File: config.mk
export PLATFORM = sky130hd
export DESIGN_NAME = mtx_fifo_ctrl
export DESIGN_NICKNAME = d
export VERILOG_FILES = /design/src/rtl/mtx_pkg.sv /design/src/rtl/mtx_fifo.sv /design/src/rtl/mtx_ws_pred.sv /design/src/rtl/mtx_xfer_ctl.sv /design/src/rtl/mtx_fifo_ctrl.sv
export SDC_FILE = /design/constraint.sdc
export NUM_CORES = 1
export LEC_CHECK = 0
export ABC_AREA = 1
export BUFFER_PORTS_ARGS = -buffer_cell sky130_fd_sc_hd__buf_2
export CAP_MARGIN = 20
export CORE_MARGIN = 2
export CORE_UTILIZATION = 30
export CTS_CLUSTER_DIAMETER = 40
export DETAILED_ROUTE_END_ITERATION = 16
export PLACE_DENSITY = 0.54
export REMOVE_ABC_BUFFERS = 1
export SYNTH_ARGS = -nofsm -noshare
export SYNTH_HDL_FRONTEND = slang
export SYNTH_SLANG_ARGS = --single-unit
export TNS_END_PERCENT = 100
File: constraint.sdc
create_clock -name clk_i -period 9.6 [get_ports clk_i]
set_clock_uncertainty 0.05 [all_clocks]
set_input_delay 0 -clock clk_i [delete_from_list [all_inputs] [get_ports clk_i]]
set_output_delay 0 -clock clk_i [all_outputs]
set_load 0.01 [all_outputs]
File: src/rtl/mtx_pkg.sv
package mtx_pkg;
  typedef enum logic {
    DIR_READ  = 1'b0,
    DIR_WRITE = 1'b1
  } xfer_dir_e;

  typedef struct packed {
    logic      active;
    xfer_dir_e dir;
    logic      term;
    logic      done;
  } xfer_state_t;
endpackage

File: src/rtl/mtx_fifo.sv
module mtx_fifo #(
  parameter int W     = 24,
  parameter int DEPTH = 8,
  localparam int AW   = (DEPTH > 1) ? $clog2(DEPTH) : 1,
  localparam int CW   = $clog2(DEPTH + 1)
) (
  input  logic          clk_i,
  input  logic          rst_ni,
  input  logic          flush_i,
  input  logic          push_i,
  input  logic [W-1:0]  data_i,
  input  logic          pop_i,
  output logic [W-1:0]  head_o,
  output logic [CW-1:0] cnt_o,
  output logic          full_o,
  output logic          empty_o
);
  logic [W-1:0]  mem [DEPTH];
  logic [AW-1:0] wr_ptr, rd_ptr;
  logic [CW-1:0] cnt;
  logic          push_ok, pop_ok;

  function automatic logic [AW-1:0] ptr_nxt(input logic [AW-1:0] p);
    return (p == AW'(DEPTH - 1)) ? '0 : p + AW'(1);
  endfunction

  assign full_o  = (cnt == CW'(DEPTH));
  assign empty_o = (cnt == '0);
  assign push_ok = push_i && !full_o && !flush_i;
  assign pop_ok  = pop_i && !empty_o && !flush_i;
  assign head_o  = mem[rd_ptr];
  assign cnt_o   = cnt;

  always_ff @(posedge clk_i or negedge rst_ni) begin
    if (!rst_ni) begin
      wr_ptr <= '0;
      rd_ptr <= '0;
      cnt    <= '0;
    end else if (flush_i) begin
      wr_ptr <= '0;
      rd_ptr <= '0;
      cnt    <= '0;
    end else begin
      if (push_ok) wr_ptr <= ptr_nxt(wr_ptr);
      if (pop_ok)  rd_ptr <= ptr_nxt(rd_ptr);
      case ({push_ok, pop_ok})
        2'b10:   cnt <= cnt + CW'(1);
        2'b01:   cnt <= cnt - CW'(1);
        default: cnt <= cnt;
      endcase
    end
  end

  always_ff @(posedge clk_i) begin
    if (push_ok) mem[wr_ptr] <= data_i;
  end
endmodule

File: src/rtl/mtx_ws_pred.sv
module mtx_ws_pred
  import mtx_pkg::*;
#(
  parameter int CW  = 4,
  parameter int RFW = 4
) (
  input  logic           active_i,
  input  xfer_dir_e      dir_i,
  input  logic           ws_dis_i,
  input  logic [CW-1:0]  tx_cnt_i,
  input  logic [RFW-1:0] rx_free_i,
  output logic           ws_o,
  output logic           avail_o
);
  logic last_slot;

  // one word of margin left: next phase cannot be guaranteed
  always_comb begin
    if (dir_i == DIR_WRITE) begin
      last_slot = (tx_cnt_i == CW'(1));
      avail_o   = (tx_cnt_i != '0);
    end else begin
      last_slot = (rx_free_i == RFW'(1));
      avail_o   = (rx_free_i != '0);
    end
  end

  assign ws_o = active_i && !ws_dis_i && last_slot;
endmodule

File: src/rtl/mtx_xfer_ctl.sv
module mtx_xfer_ctl
  import mtx_pkg::*;
(
  input  logic        clk_i,
  input  logic        rst_ni,
  input  logic        clr_i,
  input  logic        start_i,
  input  xfer_dir_e   dir_i,
  input  logic        term_set_i,
  input  logic        phase_i,
  output xfer_state_t st_o
);
  xfer_state_t st;

  always_ff @(posedge clk_i or negedge rst_ni) begin
    if (!rst_ni) begin
      st <= '{active: 1'b0, dir: DIR_READ, term: 1'b0, done: 1'b0};
    end else if (clr_i) begin
      st.active <= 1'b0;
      st.term   <= 1'b0;
      st.done   <= 1'b0;
    end else begin
      st.done <= 1'b0;
      if (!st.active) begin
        if (start_i) begin
          st.active <= 1'b1;
          st.dir    <= dir_i;
        end
      end else if (phase_i && st.term) begin
        st.active <= 1'b0;
        st.term   <= 1'b0;
        st.done   <= 1'b1;
      end else if (term_set_i) begin
        st.term <= 1'b1;
      end
    end
  end

  assign st_o = st;
endmodule

File: src/rtl/mtx_fifo_ctrl.sv
module mtx_fifo_ctrl
  import mtx_pkg::*;
#(
  parameter int DW       = 24,
  parameter int DEPTH    = 8,
  parameter int RX_DEPTH = 8,
  localparam int CW      = $clog2(DEPTH + 1),
  localparam int RFW     = $clog2(RX_DEPTH + 1)
) (
  input  logic           clk_i,
  input  logic           rst_ni,
  input  logic           soft_rst_i,
  input  logic           pers_rst_i,
  input  logic           wr_valid_i,
  input  logic [DW-1:0]  wr_data_i,
  input  logic           tx_irq_en_i,
  input  logic           dma_en_i,
  input  logic           ws_dis_i,
  input  logic           term_set_i,
  input  logic           xfer_start_i,
  input  logic           xfer_dir_i,
  input  logic           tgt_rdy_i,
  input  logic [RFW-1:0] rx_free_i,
  output logic           mst_rdy_o,
  output logic [DW-1:0]  bus_data_o,
  output logic           rx_push_o,
  output logic           xfer_active_o,
  output logic           xfer_done_o,
  output logic           term_bit_o,
  output logic           tx_req_o,
  output logic           tx_irq_o,
  output logic           tx_dma_o,
  output logic           ws_flag_o
);
  logic          flush, phase, tx_pop, tx_full, tx_empty, ws_int, avail;
  logic [CW-1:0] tx_cnt;
  xfer_state_t   xs;

  assign flush = soft_rst_i || pers_rst_i;

  mtx_fifo #(.W(DW), .DEPTH(DEPTH)) u_fifo (
    .clk_i   (clk_i),
    .rst_ni  (rst_ni),
    .flush_i (flush),
    .push_i  (wr_valid_i),
    .data_i  (wr_data_i),
    .pop_i   (tx_pop),
    .head_o  (bus_data_o),
    .cnt_o   (tx_cnt),
    .full_o  (tx_full),
    .empty_o (tx_empty)
  );

  mtx_ws_pred #(.CW(CW), .RFW(RFW)) u_ws (
    .active_i  (xs.active),
    .dir_i     (xs.dir),
    .ws_dis_i  (ws_dis_i),
    .tx_cnt_i  (tx_cnt),
    .rx_free_i (rx_free_i),
    .ws_o      (ws_int),
    .avail_o   (avail)
  );

  mtx_xfer_ctl u_ctl (
    .clk_i      (clk_i),
    .rst_ni     (rst_ni),
    .clr_i      (flush),
    .start_i    (xfer_start_i),
    .dir_i      (xfer_dir_e'(xfer_dir_i)),
    .term_set_i (term_set_i),
    .phase_i    (phase),
    .st_o       (xs)
  );

  // terminate overrides the stall for exactly one more phase
  assign mst_rdy_o     = xs.active && avail && !flush && (!ws_int || xs.term);
  assign phase         = mst_rdy_o && tgt_rdy_i;
  assign tx_pop        = phase && (xs.dir == DIR_WRITE);
  assign rx_push_o     = phase && (xs.dir == DIR_READ);
  assign xfer_active_o = xs.active;
  assign xfer_done_o   = xs.done;
  assign term_bit_o    = xs.term;
  assign ws_flag_o     = ws_int && !pers_rst_i;
  assign tx_req_o      = !tx_full && !pers_rst_i;
  assign tx_irq_o      = tx_req_o && tx_irq_en_i;
  assign tx_dma_o      = tx_req_o && dma_en_i;

  logic unused_empty;
  assign unused_empty = tx_empty;
endmodule

; After elaboration in Yosys (flattened, before gate mapping)
; Memories as Yosys holds them, arrays and structs flattened.
; Index checks and enable logic that the tools add are counted.
; Widths: inputs -> output; s select.
[word_totals]
regBits = 14
ramBits = 192
in_bits = 40
out_inout_bits = 33
wordCells = 78
mem_count = 1
[classes]
addsub = 4
n_eq_ne = 7
n_mux = 21
n_bitwise = 3
reduce_logical = 35
[mem_list]
columns = memory, depth, word_bits, read_ports, rd_clocked_by_memory_dff, wr, line
row1 = u_fifo.mem, 8, 24, 1, 0, 1, mtx_fifo.sv:18  ; logic [W-1:0] mem [DEPTH];
[ops]
columns = operator, n
row1 = $mux 3, 6
row2 = $logic_and 1x1->1, 17
row3 = $mux 1, 10
row4 = $eq 4x1->1 const B, 2
row5 = $pmux 4 s2, 1
row6 = $reduce_bool 4->1, 2
row7 = $add 3x1->3 const B, 2
row8 = $eq 3x3->1 const B, 2
row9 = $logic_not 1->1, 6
row10 = $mux 2, 3
row11 = $reduce_bool 2->1, 3
row12 = $reduce_bool 3->1, 2
row13 = $add 4x1->4 const B, 1
row14 = $eq 4x4->1 const B, 1
row15 = $logic_not 4->1, 1
row16 = $mux 4, 1
row17 = $sub 4x1->4 const B, 1
row18 = $not 1->1, 3
row19 = $reduce_and 3->1, 1
row20 = $eq 2x1->1 const B, 1
row21 = $eq 2x2->1 const B, 1
row22 = $logic_or 1x1->1, 2
row23 = $reduce_and 2->1, 1

; Longest topological paths before layout
[depth]
depth_word = 13
depth_mapped = 11
ltp_nobuf = 11

; By module
; From an unflattened synthesis, not the netlist that was laid out.
[hier_totals]
hier_cells = 712
hier_area_um2 = 8505.7
[by_module_without_submodules]
columns = mod, instances, cells_per_inst, area_each_um2
row1 = mtx_fifo, 1, 657, 8176.6
row2 = mtx_xfer_ctl, 1, 18, 157.7
row3 = mtx_fifo_ctrl, 1, 18, 86.3
row4 = mtx_ws_pred, 1, 19, 85.1

; Worst setup path before layout
; No wires, ideal clock.
[synth_path]
kind = flip-flop to flip-flop
from = register u_fifo.cnt[0] (netlist: u_fifo.cnt_o[0])
to = memory u_fifo.mem[0][0], enable pin
setup_ps = 435
t_arrival_ps = 2987
t_required_ps = 9115
slack_ps = 6128
path_stages_with_launch = 8
path_buffers = 0
path_cell_list = dfrtp_1 inv_1 ha_1 nand3_1 nand2_1 nor2_2 nand2_1 nor3_1
[synth_between]
elab_chain_len = 6
[synth_lines]
columns = element, line
row1 = start: declaration, mtx_fifo.sv:20  ; logic [CW-1:0] cnt;
row2 = start signal: assignment, mtx_fifo.sv:47  ; 2'b10: cnt <= cnt + CW'(1);
row3 = start signal: assignment, mtx_fifo.sv:48  ; 2'b01: cnt <= cnt - CW'(1);
row4 = start signal: assignment, mtx_fifo.sv:49  ; default: cnt <= cnt;
row5 = $eq 4x4->1, mtx_fifo.sv:27  ; assign full_o = (cnt == CW'(DEPTH));
row6 = $logic_not 1->1, mtx_fifo.sv:29  ; assign push_ok = push_i && !full_o && !flush_i;
row7 = $logic_and 1x1->1 (2 in series), mtx_fifo.sv:29
row8 = $mux 1, mtx_fifo.sv:55  ; if (push_ok) mem[wr_ptr] <= data_i;
row9 = $mux 1 (not written as such), mtx_fifo.sv:55
row10 = end: declaration, mtx_fifo.sv:18
; Every way passes these cells.

; Worst setup path after layout
[layout_path]
from = register u_fifo.rd_ptr[0]
to = output port bus_data_o[19]
[layout_between]
elab_chain_len = 1
[layout_lines]
columns = element, line
row1 = start: declaration, mtx_fifo.sv:19  ; logic [AW-1:0] wr_ptr, rd_ptr;
row2 = start signal: assignment, mtx_fifo.sv:45  ; if (pop_ok) rd_ptr <= ptr_nxt(rd_ptr);
row3 = $mem_v2 8x24, -
row4 = end: declaration, mtx_fifo_ctrl.sv:25  ; output logic [DW-1:0] bus_data_o,
; Every way passes these cells.

==> impl_metrics.py <==
metrics = {
    "sta": {
        "hold_ws_ns": 0.119,
        "timing.fmax_mhz": 307,
        "finalMaxSlewViolations": 0,
        "final.period_utilization_pct": 33.9,
        "max_slew.worst_pin.slew_ns": 0.928,
        "fin_tns_setup_ns": 0,
        "hold_viol": 0,
        "finalWorstSetupSlack_ns": 6.34,
        "setup_viol": 0,
        "grt_setup_unrepaired": "false",
        "slew_headroom_pct": 38.0,
        "finalCriticalPeriod_ns": 3.26,
    },
    "route": {
        "routed_wl_mm": 19.0,
        "viasPerCell": 4.55,
        "drtAntennaViolNets": 0,
        "drt-initial-drc-count": 368,
        "drtPass1Iterations": 5,
        "drc": 0,
        "vias": 5472,
        "wl_per_cell_um": 15.8,
    },
    "pwr": {
        "vdd_drop_max_mv": 0.0926,
        "power_density_mw_per_mm2": 202,
        "p_comb_share_pct": 3.3,
        "switching_power_w": 0.000446,
        "sw_frac_of_total_pct": 20.9,
        "leakage_nw": 3.82,
        "power.internal_w": 0.00169,
        "power_frac_seq_pct": 46.5,
        "p_clk_share_pct": 50.1,
    },
    "place": {
        "hpwl_mm": 10.6,
        "gp_congestion": 0.782,
        "place_area_sq_mm": 0.00917,
        "pre_cts_slack_ns": 6.62,
        "io_buffers": 72,
    },
    "final_layout": {
        "areaGrowthSynthToFinish_pct": 26.4,
        "multi_input_area_sq_mm": 0.00202,
        "fillCellCount": 2698,
        "finish.utilization_pct": 38.3,
        "drive_above_1_share_pct": 19.3,
        "seq_area_sq_mm": 0.00612,
        "finalInstanceArea_sq_mm": 0.0106,
        "finalNetCount": 849,
    },
    "yosys": {
        "synth_common_cells": "edfxtp_1, nor2_1, o21ai_0, nand2_1, clkbuf_1",
        "synthesis.area_sq_mm": 0.00837,
        "synth_area_leaders": "edfxtp_1, nor2_1, o21ai_0",
        "synth.ff_latch_count": 206,
        "synth_most_common_cell": "edfxtp_1",
        "yosysWarnings": 0,
        "synth_area_per_cell_sq_um": 12.3,
        "yosysTopAreaCell": "edfxtp_1",
        "netlist.area_leader.share_pct": 68.9,
        "synth.distinct_cells": 27,
        "synthCells": 682,
        "synth_seq_area_share_pct": 73.1,
        "synth_ff_type": "edfxtp_1",
        "synth_edf_count": 192,
        "async_reset_ff_share_pct": 6.80,
    },
    "setup_path": {
        "start_kind": "register",
        "worst-path-max-fanout": 56,
        "critPathKind": "reg2out",
        "crit_path_end_kind": "primary output",
        "arrival_ns": 3.21,
        "rrSetupSlack_ns": 6.68,
        "cp.required_ns": 9.55,
    },
    "global_route": {
        "grt_util_met2_pct": 21.6,
        "gr-usage-met1_pct": 18.1,
        "grt_pass1_vias": 5430,
        "overflow": 0,
        "grt_pass1_wl_mm": 30.1,
        "met3_usage_pct": 2.48,
        "grt_antenna_before_repair": 2,
        "grt_max_degree": 73,
        "grtUsageTotal_pct": 13.2,
        "grt_busiest_layer": "met2",
    },
    "die": {
        "rows": 61,
        "die-width_um": 171,
        "dieArea_sq_mm": 0.0292,
        "io_pins": 73,
        "fp.coreArea_sq_mm": 0.0276,
        "dieHeight_um": 171,
        "initial_core_util_pct": 30.3,
    },
    "clock_network": {
        "post_cts_resized": 0,
        "holdBufCountCts": 41,
        "post-cts-setup-buffers": 0,
        "cts_made_buffers": 29,
        "clk_pin_slew_ns": 0.05,
        "htree_num_levels": 1,
        "cts_tree": "done",
        "clockRootBuffer": "clkbuf_16",
        "cts_num_sinks": 206,
        "cts_buffer_depth": 3,
        "clock_latency_ns": 0.54,
    },
    "run_status": {
        "status": "finished clean",
    },
    "hold_path": {
        "hp-class": "in2reg",
    },
    "run": {
        "cap_violations": 0,
    },
}
## area by class of cell
cell class                 count  share of cell area [%]
timing repair buffer         126                    8.25
tap                          378                    4.47
clock buffer                  30                    6.90
clock inverter                22                    2.49
antenna                        2                  0.0473
multi-input combinational    414                    19.1
inverter                      25                   0.888
sequential                   206                    57.9
## metrics by stage
step / std cells / power [W]
after detailed placement: 1108 / 0.00107
after global placement: 1107 / 0.00107
after floorplan: 645 / 0.00104
after global routing: 1203 / 0.00220
final: 1203 / 0.00213
after CTS: 1201 / 0.00215
## power groups by stage
stage / clock, W / sequential (W) / combinational (W)
floorplan: 0 / 0.00101 / 0.0000251
global placement: 0 / 0.00101 / 0.0000574
detailed placement: 0 / 0.00101 / 0.0000585
CTS: 0.00109 / 0.000993 / 0.0000717
global route: 0.00112 / 0.000993 / 0.0000795
finish: 0.00107 / 0.000993 / 0.0000707
## cells by family after synthesis
group	after synthesis	synth area share, %
AND/OR/NAND/NOR	246	12.2
flip-flops	206	73.1
buffers and inverters	62	3.07
AO/OA/AOI/OAI	157	10.2
XOR/XNOR	4	0.419
adder cells (fa/ha/maj)	7	1.05
## cell usage in the layout (no fill, tap or decap), types with 12 or more instances in the layout
master	n
edfxtp_1	192
dlygate4sd3_1	41
nor2_1	181
o21ai_0	97
o22ai_1	26
buf_2	72
clkbuf_16	29
dfrtp_1	12
inv_1	21
nand3_1	13
a31oi_1	24
buf_4	12
nand2_1	32
## routing by layer
metal / part of all wire, % / vias up / wire, um
li1: - / 2689 / -
met1: 46 / 2608 / 8670
met2: 46 / 147 / 8840
met3: 5.9 / 28 / 1120
met4: 2.0 / 0 / 384
met5: 0 / - / 0
## worst max-delay path, cell delays in order (launching register included)
cell	delay, ns
dfrtp_2	0.61
inv_2	0.60
buf_4	0.59
o21ai_0	0.17
o22ai_1	0.14
nor2_1	0.06
a31oi_1	0.28
buf_2	0.19
## flip-flops by register name, summed over array words and instances (netlist names)
name,cells
u_ctl.st_o,4
u_fifo.cnt_o,4
u_fifo.mem,192
u_fifo.rd_ptr,3
u_fifo.wr_ptr,3
## path summary, 6_finish.rpt
path,depth (start not counted),start,to
max in group asynchronous,3,rst_ni,u_fifo.rd_ptr[0]
worst max-delay path,7,u_fifo.rd_ptr[0],bus_data_o[19]
min in group asynchronous,3,rst_ni,u_fifo.wr_ptr[2]
worst max register to register,8,u_fifo.cnt_o[0],u_fifo.mem[1][9]
worst min register to register,2,u_fifo.cnt_o[1],u_fifo.cnt_o[1]
worst min-delay path,6,ws_dis_i,u_fifo.rd_ptr[0]
No activity file was read; power rests on OpenSTA's default activity.
